File: config.mk
export PLATFORM = sky130hd
export DESIGN_NAME = hdx_spi_slave
export DESIGN_NICKNAME = d
export VERILOG_FILES = /design/src/rtl/hdx_spi_pkg.sv /design/src/rtl/hdx_spi_sync_edge.sv /design/src/rtl/hdx_spi_shift.sv /design/src/rtl/hdx_spi_selfchk.sv /design/src/rtl/hdx_spi_slave.sv
export SDC_FILE = /design/constraint.sdc
export NUM_CORES = 1
export LEC_CHECK = 0
export BUFFER_PORTS_ARGS = -buffer_cell sky130_fd_sc_hd__buf_2
export CORE_MARGIN = 2
export CORE_UTILIZATION = 25
export DETAILED_ROUTE_END_ITERATION = 8
export GPL_ROUTABILITY_DRIVEN = 0
export PLACE_DENSITY = 0.51
export RECOVER_POWER = 25
export SLEW_MARGIN = 10
export SYNTH_ARGS = -nofsm -noshare
export SYNTH_HDL_FRONTEND = slang
export SYNTH_SLANG_ARGS = --single-unit
File: constraint.sdc
create_clock -name clk_i -period 2.1 [get_ports clk_i]
set_input_delay 0.42 -clock clk_i [delete_from_list [all_inputs] [get_ports clk_i]]
set_output_delay 0.42 -clock clk_i [all_outputs]
set_load 0.05 [all_outputs]
File: src/rtl/hdx_spi_pkg.sv
package hdx_spi_pkg;
  localparam int unsigned SYNC_STAGES = 2;
  function automatic int unsigned idx_w(input int unsigned n);
    return (n > 1) ? $clog2(n) : 1;
  endfunction
endpackage

File: src/rtl/hdx_spi_sync_edge.sv
module hdx_spi_sync_edge #(
  parameter int unsigned STAGES = hdx_spi_pkg::SYNC_STAGES
) (
  input  logic clk_i,
  input  logic rst_ni,
  input  logic sclk_i,
  input  logic cs_ni,
  output logic sclk_rise_o,
  output logic sclk_fall_o,
  output logic cs_act_o,
  output logic cs_start_o
);
  logic [STAGES-1:0] sclk_pipe, cs_pipe;
  logic sclk_q, cs_act_q;

  for (genvar g = 0; g < STAGES; g++) begin : g_sync
    always_ff @(posedge clk_i or negedge rst_ni) begin
      if (!rst_ni) begin
        sclk_pipe[g] <= 1'b0;
        cs_pipe[g]   <= 1'b1;
      end else begin
        sclk_pipe[g] <= (g == 0) ? sclk_i : sclk_pipe[(g == 0) ? 0 : g-1];
        cs_pipe[g]   <= (g == 0) ? cs_ni  : cs_pipe[(g == 0) ? 0 : g-1];
      end
    end
  end

  always_ff @(posedge clk_i or negedge rst_ni) begin
    if (!rst_ni) begin
      sclk_q   <= 1'b0;
      cs_act_q <= 1'b0;
    end else begin
      sclk_q   <= sclk_pipe[STAGES-1];
      cs_act_q <= cs_act_o;
    end
  end

  assign sclk_rise_o = sclk_pipe[STAGES-1] & ~sclk_q;
  assign sclk_fall_o = ~sclk_pipe[STAGES-1] & sclk_q;
  assign cs_act_o    = ~cs_pipe[STAGES-1];
  assign cs_start_o  = cs_act_o & ~cs_act_q;
endmodule

File: src/rtl/hdx_spi_shift.sv
module hdx_spi_shift #(
  parameter int unsigned W     = 8,
  parameter int unsigned NFMT  = 4,
  parameter int unsigned FMT_W = hdx_spi_pkg::idx_w(NFMT)
) (
  input  logic             clk_i,
  input  logic             rst_ni,
  input  logic             rise_i,
  input  logic             fall_i,
  input  logic             cs_act_i,
  input  logic             cs_start_i,
  input  logic             mosi_i,
  input  logic [W-1:0]     tx_word_i,
  input  logic [FMT_W-1:0] fmt_sel_i,
  input  logic [NFMT-1:0]  fmt_hdx_i,
  output logic             drive_bit_o,
  output logic             hdx_o,
  output logic             act_o,
  output logic             done_o,
  output logic [W-1:0]     rx_word_o
);
  localparam int unsigned CNT_W = $clog2(W + 1);
  localparam logic [CNT_W-1:0] LAST = CNT_W'(W - 1);

  logic [W-1:0]     tx_sh, rx_sh;
  logic [CNT_W-1:0] cnt;
  logic             hdx_q, act_q;
  logic [W-1:0]     rx_next;

  assign rx_next = {rx_sh[W-2:0], mosi_i};

  always_ff @(posedge clk_i or negedge rst_ni) begin
    if (!rst_ni) begin
      tx_sh     <= '0;
      rx_sh     <= '0;
      cnt       <= '0;
      hdx_q     <= 1'b0;
      act_q     <= 1'b0;
      done_o    <= 1'b0;
      rx_word_o <= '0;
    end else begin
      done_o <= 1'b0;
      if (!cs_act_i) begin
        act_q <= 1'b0;
        cnt   <= '0;
      end else if (cs_start_i) begin
        act_q <= 1'b1;
        cnt   <= '0;
        tx_sh <= tx_word_i;
        hdx_q <= fmt_hdx_i[fmt_sel_i];
      end else if (act_q) begin
        if (rise_i) begin
          if (!hdx_q) rx_sh <= rx_next;
          if (cnt == LAST) begin
            done_o <= 1'b1;
            if (!hdx_q) rx_word_o <= rx_next;
            cnt   <= '0;
            tx_sh <= tx_word_i;
            hdx_q <= fmt_hdx_i[fmt_sel_i];
          end else begin
            cnt <= cnt + 1'b1;
          end
        end else if (fall_i && cnt != '0) begin
          tx_sh <= {tx_sh[W-2:0], 1'b0};
        end
      end
    end
  end

  assign drive_bit_o = tx_sh[W-1];
  assign hdx_o       = hdx_q;
  assign act_o       = act_q;

  assert_done_on_last_R2: assert property (@(posedge clk_i) disable iff (!rst_ni)
    done_o |-> $past(rise_i && act_q && cnt == LAST));
  assert_hdx_keeps_rx_R5: assert property (@(posedge clk_i) disable iff (!rst_ni)
    (done_o && $past(hdx_q)) |-> $stable(rx_word_o));
  assert_abort_no_done_R8: assert property (@(posedge clk_i) disable iff (!rst_ni)
    !cs_act_i |=> !done_o);
endmodule

File: src/rtl/hdx_spi_selfchk.sv
module hdx_spi_selfchk (
  input  logic clk_i,
  input  logic rst_ni,
  input  logic strobe_i,
  input  logic expect_i,
  input  logic pin_i,
  input  logic clr_i,
  output logic err_o
);
  logic mismatch;
  assign mismatch = strobe_i && (pin_i != expect_i);

  // set has priority over clear
  always_ff @(posedge clk_i or negedge rst_ni) begin
    if (!rst_ni)       err_o <= 1'b0;
    else if (mismatch) err_o <= 1'b1;
    else if (clr_i)    err_o <= 1'b0;
  end

  assert_err_sticky_R9: assert property (@(posedge clk_i) disable iff (!rst_ni)
    (err_o && !clr_i) |=> err_o);
  assert_set_wins_R10: assert property (@(posedge clk_i) disable iff (!rst_ni)
    (strobe_i && pin_i != expect_i) |=> err_o);
endmodule

File: src/rtl/hdx_spi_slave.sv
module hdx_spi_slave #(
  parameter int unsigned W     = 8,
  parameter int unsigned NFMT  = 4,
  parameter int unsigned FMT_W = hdx_spi_pkg::idx_w(NFMT)
) (
  input  logic             clk_i,
  input  logic             rst_ni,
  input  logic             sclk_i,
  input  logic             cs_ni,
  input  logic             mosi_i,
  output logic             mosi_o,
  output logic             mosi_oe_o,
  input  logic             miso_i,
  output logic             miso_o,
  output logic             miso_oe_o,
  input  logic [W-1:0]     tx_word_i,
  input  logic [FMT_W-1:0] fmt_sel_i,
  input  logic [NFMT-1:0]  fmt_hdx_i,
  input  logic             irq_en_i,
  input  logic             bit_err_clr_i,
  output logic [W-1:0]     rx_word_o,
  output logic             done_o,
  output logic             bit_err_o,
  output logic             irq_o
);
  logic rise, fall, cs_act, cs_start;
  logic drive_bit, hdx, act;

  hdx_spi_sync_edge u_sync (
    .clk_i, .rst_ni, .sclk_i, .cs_ni,
    .sclk_rise_o(rise), .sclk_fall_o(fall),
    .cs_act_o(cs_act), .cs_start_o(cs_start)
  );

  hdx_spi_shift #(.W(W), .NFMT(NFMT), .FMT_W(FMT_W)) u_shift (
    .clk_i, .rst_ni,
    .rise_i(rise), .fall_i(fall), .cs_act_i(cs_act), .cs_start_i(cs_start),
    .mosi_i, .tx_word_i, .fmt_sel_i, .fmt_hdx_i,
    .drive_bit_o(drive_bit), .hdx_o(hdx), .act_o(act),
    .done_o, .rx_word_o
  );

  hdx_spi_selfchk u_chk (
    .clk_i, .rst_ni,
    .strobe_i(rise & act),
    .expect_i(drive_bit),
    .pin_i(hdx ? mosi_i : miso_i),
    .clr_i(bit_err_clr_i),
    .err_o(bit_err_o)
  );

  assign mosi_o    = drive_bit;
  assign miso_o    = drive_bit;
  assign mosi_oe_o = act & hdx;
  assign miso_oe_o = act & ~hdx;
  assign irq_o     = bit_err_o & irq_en_i;

  assert_oe_exclusive_R4: assert property (@(posedge clk_i) disable iff (!rst_ni)
    !(mosi_oe_o && miso_oe_o));
  assert_cs_high_release_R7: assert property (@(posedge clk_i) disable iff (!rst_ni)
    !cs_act |=> (!mosi_oe_o && !miso_oe_o));
endmodule

# == Word-level counts from Yosys, hierarchy flattened ==
# Cells that the tools add are included.
# classes
n_addsub,1
magnitude_cmp,1
n_eq_ne,3
n_mux,26
bitwise,13
reduce_logical,16
# ops
cell,count
2-to-1 mux 8 bit,5
2-to-1 mux 4 bit,5
2-to-1 mux 1 bit,15
nonzero test 2 bit,5
nonzero test 3 bit,3
AND reduction 4 bit,2
bitwise AND 1 bit,7
inverter 1 bit,6
AND reduction 6 bit,1
AND reduction 5 bit,1
adder 4 x 1 -> 4 bit (second input constant),1
== test 4 x 3 -> 1 bit (second input constant),1
nonzero test 4 bit,1
less-than comparator 2 x 3 -> 1 bit (second input constant),1
inequality test 3 x 1 -> 1 bit (second input constant),1
binary-select mux 1 bit (select 2 bit),1
logical AND 1 bit,2
AND reduction 2 bit,1
inequality test 1 bit,1
# word_totals
regBits,37
inputBits,22
out_inout_bits,15
wordCells,74

# == Depth between registers and ports, before layout ==
# Gate-level depths: netlist (run 1).
# depth
ltp_word,7
depth_mapped,6
ltp_nobuf,6

# == By module ==
# From an unflattened synthesis (run 1), not the netlist that was laid out.
# unflattened
hier_cells,119
hier_area_um2,1642.8
# by_module_without_submodules
mod,instances,cells_each,area_each_um2,seq_area_each_um2
hdx_spi_shift,1,99,1370.1,750.7
hdx_spi_sync_edge,1,10,175.2,152.6
hdx_spi_slave,1,6,51.3,0.0
hdx_spi_selfchk,1,4,46.3,25.0

# == Least setup slack after synthesis (run 1) ==
# OpenSTA, ideal clock, no wires.
# synth_path
kind,flip-flop to flip-flop
from,register u_shift.hdx_q (netlist: u_shift.hdx_o)
to,register u_shift.rx_word_o[0]
setup_ns,0.125
t_arrival_ns,1.631
required_ns,1.975
setup_slack_ns,0.344
stages_incl_launch_ff,6
n_path_buf,1
synth_period_minus_slack_ns,1.756
cell_sequence,dfrtp_1 nor2b_4 nand4_4 or2_1 buf_6 mux2_4
# synth_between
elab_chain_cells,2
# synth_rtl
item,line,rtl
"start, declared",hdx_spi_shift.sv:27,"logic hdx_q, act_q;"
"start signal, assigned",hdx_spi_shift.sv:50,hdx_q <= fmt_hdx_i[fmt_sel_i];
"start signal, assigned",hdx_spi_shift.sv:59,hdx_q <= fmt_hdx_i[fmt_sel_i];
inverter 1 bit (no line),n/a,
AND reduction 6 bit (no line),n/a,
"end signal, assigned",hdx_spi_shift.sv:56,if (!hdx_q) rx_word_o <= rx_next;
"end, declared",hdx_spi_shift.sv:20,output logic [W-1:0] rx_word_o
# Every way passes these cells.
# A chain may end at the register's enable or synchronous reset.

# == Worst setup path in the final report (run 1) ==
# layout_path
from,register u_shift.cnt[0]
to,register u_shift.tx_sh[7]
# layout_between
elab_chain_cells,4
word_cells_on_any_way,6
cone_classes,eq/ne (2); reduce/logical (4)
# layout_rtl
item,line,rtl
"start, declared",hdx_spi_shift.sv:26,logic [CNT_W-1:0] cnt;
"start signal, assigned",hdx_spi_shift.sv:61,cnt <= cnt + 1'b1;
nonzero test 4 bit,hdx_spi_shift.sv:63,end else if (fall_i && cnt != '0) begin
logical AND 1 bit,hdx_spi_shift.sv:63,
nonzero test 3 bit (no line),n/a,
AND reduction 4 bit (no line) (*),n/a,
"end signal, assigned",hdx_spi_shift.sv:49,tx_sh <= tx_word_i;
"end signal, assigned",hdx_spi_shift.sv:58,tx_sh <= tx_word_i;
"end signal, assigned",hdx_spi_shift.sv:64,"tx_sh <= {tx_sh[W-2:0], 1'b0};"
"end, declared",hdx_spi_shift.sv:25,"logic [W-1:0] tx_sh, rx_sh;"
# Every way passes the cells marked *; elsewhere a longest branch is shown, timed or not.

==> out/metrics.cfg, run 1 <==
[outcome]
status = finished clean

[detailed_routing]
drtIter0Drc = 54
drtPass1Iterations = 4
antenna_left = 0
drt-wirelength-per-cell_microns = 12.44
drc = 0
wl_microns = 2985
vias = 1018
viasPerCell = 4.242

[sta]
worst_slack_ns = 0.2700
setup_tns_ns = 0
worstMarginPinSlew_ns = 0.9092
max_freq_ghz = 0.5465
finClkSkew_ns = 0.01001
period_share_pct = 87.14
max_slew_margin_pct = 39.39
rsz0062_at_grt = no
setup_viol = 0
slew_viol_final = 0
min_period_ns = 1.830
hold_viol_final = 0

[critical_path]
max_stage_delay_ns = 0.41
path_buf_inv = 0
worstPathRequired_ns = 2.27
slowest_stage = a21oi_2
worstPathCellList = ha_1 > and3b_1 > a31oi_1 > a21oi_2 > mux2_2
path_max_fanout = 8
endpoint_kind = register
path_delay_family = compound AO/OA/AOI/OAI gates
arrival_ns = 2.00
crit_type = reg -> reg
start_kind = register

[yosys]
ys_ff_latch = 37
synth_cells = 120
synth.largest_area_cell = dfrtp_1
synth_cell_types = 37
synth_nets = 144
synthTopCellsByArea = dfrtp_1 (53%), mux2_2 (15%), mux2_4 (7.2%)
yosysWarnings = 0
syn_area_per_cell_sq_um = 13.90
yosys.area.top_type_share_pct = 52.51
netlist_area_sq_um = 1668
ys_seq_area_share_pct = 55.66

[layout]
n_antenna_cell = 0
final_layout_size_suffix_gt1_share_pct = 52.15
area_delta_synth_final_pct = 22.43
layout.nets = 186
final_core_util_pct = 31.97

[clocking]
h-tree-depth = 2
cts_tree = yes
cts.reportedPaths.clkPinSlew_ns = 0.08
cts_hold_buffers = 0
insertion_delay_ns = 0.29
cts_resized = 0
cts-root-buf = clkbuf_8
postCtsSetupBuffers = 0
numCtsBuffers = 5
clock_path_buffers = 2
clock-sinks = 37

[power]
p_per_area_nw_per_um2 = 864.2
p_total_w = 0.001765
leakagePower_nw = 1.011
vdd_drop_max_mv = 0.4480

[floorplanning]
row_count = 29
io_pins = 37
dieArea_sq_um = 7341
initial_utilization_pct = 26.12
die_h_microns = 85.68
coreArea_sq_um = 6386
die_w_microns = 85.68

[global_routing]
grt_pass1_vias = 1061
overflow = 0
grt_max_degree = 38
grtUsageTotal_pct = 8.773
grt_pass1_wl_microns = 5099
antenna_found_initial = 0

[placed_design]
dp_hpwl_microns = 2144
io_buffers = 36
place_worst_setup_slack_ns = 0.2978

[worst_hold_path]
hold_path_class = in -> reg

[run]
cap_viol_max_count = 0

==> report_power, final <==
| part | internal (W) | switching, W | total [W] | leakage [nW] |
|---|---|---|---|---|
| sequential | 0.000814 | 0.0000724 | 0.000886 | 0.474 |
| combinational | 0.000160 | 0.000200 | 0.000360 | 0.486 |
| clock | 0.000266 | 0.000253 | 0.000519 | 0.0512 |
==> layer usage <==
metal  part of all wire [%]  routed length [microns]  track usage [%]
met1                     50                     1497            12.13
met2                     43                     1286            12.71
met3                    5.9                      176            3.176
met4                   0.84                       25            3.030
met5                      0                        0                0
==> area by class of cell <==
class,instances,area (sq um)
clock buffers,6,82.58
clock inverters,2,13.76
fillers,663,4344
inverters,8,30.03
multi-input cells,72,685.7
flip-flops and latches,37,928.4
well taps,77,96.34
repair buffers,38,205.2
==> cells in the mapped netlist (all sizes together) <==
cell	instances
o22ai	1
a22oi	1
o21ai	1
a31oi	1
xor2	2
mux2i	1
buf	3
and2b	1
or2	1
nor3	1
ha	2
nand2	5
or3b	1
nand3	3
dfrtp	35
inv	8
mux4	1
mux2	30
nor2	3
a21oi	5
nand4	1
nor2b	2
and2	2
and3b	2
nand3b	1
a21o	1
or4	1
o2bb2ai	1
a211oi	1
dfstp	2
==> cells in the final DEF (no fill, tap or decap), drive strengths merged, types with 2 or more instances in the layout <==
cell type and n:
ha 2, clkinv 2, dfrtp 35, dfstp 2
and3b 2, clkbuf 7, mux2 30, buf 37
inv 8, a21oi 5, nor2b 2, nand3 3
and2 2, nand2 5, xor2 2, nor2 3
==> sequential cells by signal, summed over array words and instances, names as in the netlist <==
register,flops
u_chk.err_o,1
u_shift.act_o,1
u_shift.cnt,4
u_shift.done_o,1
u_shift.hdx_o,1
u_shift.rx_sh,7
u_shift.rx_word_o,8
u_shift.tx_sh,8
u_sync.cs_act_q,1
u_sync.cs_pipe,2
u_sync.sclk_pipe,2
u_sync.sclk_q,1
==> worst paths after layout <==
kind | startpoint | endpoint | slack, ns | cells after the start
worst max-delay path | u_shift.cnt[0] | u_shift.tx_sh[7] | 0.27 | 5
max in group asynchronous | rst_ni | u_shift.tx_sh[2] | 1.20 | 2
worst min-delay path | cs_ni | u_sync.cs_pipe[0] | 0.23 | 1
worst max register to register | u_shift.cnt[0] | u_shift.tx_sh[7] | 0.27 | 5
worst min register to register | u_sync.cs_pipe[0] | u_sync.cs_pipe[1] | 0.36 | 0
min in group asynchronous | rst_ni | u_shift.rx_word_o[3] | 0.33 | 2
==> per-stage QoR <==
step | cells | cell area, sq um | hold WS (ns)
2_1_floorplan | 120 | 1668 | 0.1244
3_3_place_gp | 232 | 1948 | 0.3391
3_5_place_dp | 232 | 1948 | 0.3484
4_1_cts | 240 | 2044 | 0.1752
5_1_grt | 240 | 2042 | 0.2071
6_report | 240 | 2042 | 0.2279
==> logic make-up (layout without fill, tap and decap cells) <==
family	Yosys count	after routing	synth area share [%]
buffers and inverters	11	54	3.226
adders and majority gates	2	2	1.500
DFF	37	37	55.66
and+or+nand+nor	24	24	9.678
muxes	32	32	24.01
AOI/OAI and AO/OA	12	12	4.877
xor gates and xnor gates	2	2	1.050
No activity file was read; power rests on OpenSTA's default activity.
==> inputs of run 2 (changes only) <==
PLACE_DENSITY = unset   (was 0.51)
PLACE_DENSITY_LB_ADDON = 0.2   (was unset)
==> run 2 against run 1 <==
Cell count fell by 0.83%. Non-clock buffer count fell by 2. Setup slack lost 0.040 ns. Global-route usage rose by 0.63 points.
==> out/metrics.cfg, run 2 (synthesis results as in run 1) <==
[clocking]
numCtsBuffers = 5  ; unchanged
cts_resized = 0  ; unchanged
clock-sinks = 37  ; unchanged
h-tree-depth = 2  ; unchanged
clock_path_buffers = 2  ; unchanged
insertion_delay_ns = 0.28  ; about the same
postCtsSetupBuffers = 0  ; unchanged
cts_hold_buffers = 0  ; unchanged
cts.reportedPaths.clkPinSlew_ns = 0.07  ; about the same
cts_tree = yes
cts-root-buf = clkbuf_8

[power]
p_per_area_nw_per_um2 = 910.1  ; +5.3%
leakagePower_nw = 0.9998  ; -1.1%
p_total_w = 0.001849  ; +4.8%
vdd_drop_max_mv = 0.2944  ; -34%

[layout]
fillers = 642  ; -3.2%
reg_top3 = u_shift.rx_word_o: 8 flops, u_shift.tx_sh: 8 flops, u_shift.rx_sh: 7 flops
mostFrequentLayoutCells = buf_2 (35), dfrtp_1 (35), mux2_2 (22), inv_1 (8), mux2_4 (8)
final_layout_size_suffix_gt1_share_pct = 50.31  ; -1.8 points
final_core_util_pct = 31.82  ; -0.16 points
layout.nets = 184  ; -1.1%
area_delta_synth_final_pct = 21.83
finalNonFillerCells = 238  ; -0.83%
n_antenna_cell = 0  ; unchanged

[critical_path]
arrival_ns = 2.04  ; +0.04 ns
crit_type = reg -> reg
r2r_start = u_sync.cs_pipe[1]
r2r_end = u_shift.rx_word_o[5]
worst-r2r-setup-slack_ns = 0.23  ; -0.04 ns
r2r_cells = 4  ; -1
path_buf_inv = 0  ; unchanged
path_max_fanout = 8  ; unchanged
path_delay_family = simple AND/OR/NAND/NOR gates
max_stage_delay_ns = 0.57  ; +0.16 ns
start_kind = register
worstPathCellList = and2b_1 > nand4_4 > or2_1 > mux2_4
endpoint_kind = register
worstPathRequired_ns = 2.27  ; about the same
slowest_stage = dfstp_1

[global_routing]
grt.met3_usage_pct = 3.176  ; unchanged
grt_pass1_vias = 1120  ; +5.6%
grtUsageTotal_pct = 9.405  ; +0.63 points
met2_usage_pct = 15.70  ; +3.0 points
antenna_found_initial = 0  ; unchanged
grt_max_degree = 38  ; unchanged
grt_pass1_wl_microns = 5375  ; +5.4%
grt.met1_usage_pct = 11.46  ; -0.66 points
overflow = 0  ; unchanged
busiest_layer = met2

[sta]
period_share_pct = 89.04  ; +1.9 points
slew_viol_final = 0  ; unchanged
worstMarginPinSlew_ns = 0.9233  ; +0.01410 ns
finClkSkew_ns = 0.003716  ; -0.006290 ns
min_period_ns = 1.870  ; +0.03995 ns
max_slew_margin_pct = 38.45  ; -0.94 points
setup_viol = 0  ; unchanged
setup_tns_ns = 0  ; unchanged
max_freq_ghz = 0.5348  ; -2.1%
hold_viol_final = 0  ; unchanged
rsz0062_at_grt = no
worst_slack_ns = 0.2301  ; -0.03995 ns

[run]
cap_viol_max_count = 0  ; unchanged

[placed_design]
io_buffers = 36  ; unchanged
place_worst_setup_slack_ns = 0.2340  ; -0.06380 ns
dp_hpwl_microns = 2368  ; +10%
placed_cells = 230  ; -0.86%

[detailed_routing]
antenna_left = 0  ; unchanged
vias = 1036  ; +1.8%
drt-wirelength-per-cell_microns = 13.33  ; +7.2%
wl_microns = 3172  ; +6.3%
drc = 0  ; unchanged
drtIter0Drc = 46  ; -15%
viasPerCell = 4.353  ; +2.6%
drtPass1Iterations = 4  ; unchanged

[floorplanning]
coreArea_sq_um = 6386  ; unchanged
die_w_microns = 85.68  ; unchanged
row_count = 29  ; unchanged
die_h_microns = 85.68  ; unchanged
initial_utilization_pct = 26.12  ; unchanged
dieArea_sq_um = 7341  ; unchanged
io_pins = 37  ; unchanged

[worst_hold_path]
min_from = cs_ni
holdPathEnd = u_sync.cs_pipe[0]
hold_path_class = in -> reg
holdPathStages = 1  ; unchanged

[outcome]
status = finished clean

[run 2: changes by cell type in the layout (fill, tap and decap cells not counted), sizes merged]
| cell | previous run | this run |
|---|---|---|
| bufinv | 0 | 1 |
| buf | 37 | 35 |
| clkinv | 2 | 1 |
[run 2: cell type report]
class	instances	area (sq um)	area share [%]
flip-flops and latches	37	928.4	45.69
clock buffers	6	72.57	3.571
well taps	77	96.34	4.741
inverters	8	30.03	1.478
multi-input cells	72	685.7	33.74
clock inverters	2	38.79	1.909
repair buffers	36	180.2	8.867
[run 2: worst max-delay path by stage]
stage                      start              endpoint  slack [ns]  depth (start not counted)
2_1_floorplan      u_shift.hdx_o  u_shift.rx_word_o[0]        0.34                          5
3_3_place_gp   u_sync.cs_pipe[1]  u_shift.rx_word_o[4]        0.26                          4
3_5_place_dp   u_sync.cs_pipe[1]  u_shift.rx_word_o[5]        0.23                          4
4_1_cts        u_sync.cs_pipe[1]  u_shift.rx_word_o[3]        0.23                          4
5_1_grt        u_sync.cs_pipe[1]  u_shift.rx_word_o[1]        0.13                          4
6_report       u_sync.cs_pipe[1]  u_shift.rx_word_o[5]        0.23                          4
[run 2: stage by stage]
stage          area, sq um  hold slack [ns]
2_1_floorplan         1668           0.1244
3_3_place_gp          1921           0.3407
3_5_place_dp          1921           0.3496
4_1_cts               2032           0.2181
5_1_grt               2032           0.2122
6_report              2032           0.2307
[run 2: per-layer routing]
layer,vias up,part of all wire (%)
li1,498,-
met1,506,44
met2,29,48
met3,3,6.7
met4,0,0.73
met5,-,0
[run 2: power breakdown]
part           switching, W  internal, W
combinational      0.000202     0.000160
sequential        0.0000711     0.000813
clock              0.000247     0.000356
==> inputs of run 3 (changes only) <==
REMOVE_ABC_BUFFERS = 1   (was unset)
==> run 3 against run 2 <==
First-iteration DRC count down 22%. Wire length shrank 2.5%. Combinational power barely moved. Critical endpoint is now u_shift.rx_word_o[0].
==> out/metrics.cfg, run 3 (synthesis results as in run 1) <==
[clocking]
cts.reportedPaths.clkPinSlew_ns = 0.07  ; about the same
numCtsBuffers = 5  ; unchanged
clock_path_buffers = 2  ; unchanged
cts_resized = 0  ; unchanged
cts_tree = yes
postCtsSetupBuffers = 0  ; unchanged
clock-sinks = 37  ; unchanged
h-tree-depth = 2  ; unchanged
cts-root-buf = clkbuf_8
cts_hold_buffers = 0  ; unchanged
insertion_delay_ns = 0.28  ; about the same

[critical_path]
path_max_fanout = 8  ; unchanged
r2r_start = u_sync.cs_pipe[1]
worst-r2r-setup-slack_ns = 0.24  ; about the same
crit_type = reg -> reg
r2r_end = u_shift.rx_word_o[0]
endpoint_kind = register
worstPathRequired_ns = 2.27  ; about the same
arrival_ns = 2.03  ; about the same
r2r_cells = 4  ; unchanged
start_kind = register

[detailed_routing]
dr_wl_met2_microns = 1259  ; -18%
drtIter0Drc = 36  ; -22%
wl_microns = 3093  ; -2.5%
wl_met1_microns = 1525  ; +8.8%
drt-wirelength-per-cell_microns = 13.00  ; -2.5%
top_layer = met4
wl_met3_microns = 277  ; +29%
drc = 0  ; unchanged
viasPerCell = 4.282  ; -1.6%
vias = 1019  ; -1.6%
antenna_left = 0  ; unchanged
drtPass1Iterations = 2  ; -2

[worst_hold_path]
holdPathStages = 1  ; unchanged
holdPathEnd = u_sync.cs_pipe[0]
min_from = cs_ni
hold_path_class = in -> reg

[placed_design]
place_worst_setup_slack_ns = 0.2427  ; +0.008743 ns
io_buffers = 36  ; unchanged
place_area_sq_um = 1921  ; unchanged
dp_hpwl_microns = 2263  ; -4.4%

[layout]
final_layout_size_suffix_gt1_share_pct = 50.93  ; +0.62 points
fillers = 657  ; +2.3%
final_core_util_pct = 31.96  ; +0.14 points
area_delta_synth_final_pct = 22.36
final_cell_area_sq_um = 2041  ; +0.43%
reg_top3 = u_shift.rx_word_o: 8 flops, u_shift.tx_sh: 8 flops, u_shift.rx_sh: 7 flops
n_antenna_cell = 0  ; unchanged
mostFrequentLayoutCells = buf_2 (35), dfrtp_1 (35), mux2_2 (22), inv_1 (8), mux2_4 (8)
layout.nets = 184  ; unchanged

[global_routing]
overflow = 0  ; unchanged
grt_pass1_wl_microns = 5037  ; -6.3%
antenna_found_initial = 0  ; unchanged
grt_pass1_vias = 1011  ; -9.7%
grt_max_degree = 38  ; unchanged
grtUsageTotal_pct = 9.012  ; -0.39 points

[sta]
max_slew_margin_pct = 39.77  ; +1.3 points
worstMarginPinSlew_ns = 0.9035  ; -0.01981 ns
max_freq_ghz = 0.5386  ; +0.71%
min_period_ns = 1.857  ; -0.01314 ns
period_share_pct = 88.42  ; -0.63 points
setup_tns_ns = 0  ; unchanged
slew_viol_final = 0  ; unchanged
rsz0062_at_grt = no
worst_slack_ns = 0.2432  ; +0.01314 ns
setup_viol = 0  ; unchanged
finClkSkew_ns = 0.005989  ; +0.002273 ns
hold_viol_final = 0  ; unchanged

[floorplanning]
die_w_microns = 85.68  ; unchanged
die_h_microns = 85.68  ; unchanged
initial_utilization_pct = 26.12  ; unchanged
row_count = 29  ; unchanged
dieArea_sq_um = 7341  ; unchanged
coreArea_sq_um = 6386  ; unchanged
io_pins = 37  ; unchanged

[power]
p_per_area_nw_per_um2 = 921.5  ; +1.3%
p_total_w = 0.001881  ; +1.7%
leakagePower_nw = 1.002  ; +0.20%
vdd_drop_max_mv = 0.3937  ; +34%

[run]
cap_viol_max_count = 0  ; unchanged

[outcome]
status = finished clean

## run 3: cell types whose count changed in the layout (fill, tap and decap cells not counted), sizes merged
cell / previous run / this run
clkinv: 1 / 0
clkinvlp: 0 / 1
## run 3: area by class of cell
cell class / count / area, sq um / share of cell area, %
Sequential cell: 37 / 928.4 / 45.49
Inverter: 8 / 30.03 / 1.471
Clock inverter: 2 / 37.54 / 1.839
Timing Repair Buffer: 36 / 180.2 / 8.829
Multi-Input combinational cell: 72 / 685.7 / 33.60
Tap cell: 77 / 96.34 / 4.721
Clock buffer: 6 / 82.58 / 4.047
## run 3: power breakdown
part	switching (W)	total [W]	internal (W)
sequential	0.0000697	0.000883	0.000813
clock	0.000249	0.000635	0.000386
combinational	0.000203	0.000363	0.000160
total	0.000521	0.00188	0.00136
## run 3: worst max-delay path by stage
stage | startpoint | endpoint | slack, ns | cells after the start
floorplan | u_shift.hdx_o | u_shift.rx_word_o[0] | 0.29 | 4
global route | u_sync.cs_pipe[1] | u_shift.rx_word_o[0] | 0.14 | 4
global placement | u_sync.cs_pipe[1] | u_shift.rx_word_o[4] | 0.25 | 4
CTS | u_sync.cs_pipe[1] | u_shift.rx_word_o[0] | 0.22 | 4
finish | u_sync.cs_pipe[1] | u_shift.rx_word_o[0] | 0.24 | 4
detailed placement | u_sync.cs_pipe[1] | u_shift.rx_word_o[0] | 0.24 | 4
## run 3: stage by stage
step | hold WS (ns) | instances
after floorplan | 0.1244 | 117
after global placement | 0.3379 | 230
after detailed placement | 0.3472 | 230
after CTS | 0.2242 | 238
after global routing | 0.2193 | 238
final | 0.2311 | 238
## run 3: worst max-delay path, stage by stage, from the launching register on
cell	delay (ns)
dfstp_1	0.56
and2b_1	0.22
nand4_4	0.16
or2_1	0.46
mux2_4	0.35
## run 3: metal layers
metal / global-route usage, % / up-vias
met4: 3.896 / 0
met3: 3.465 / 4
met5: 0 / -
met2: 12.29 / 36
li1: - / 496
met1: 12.65 / 483
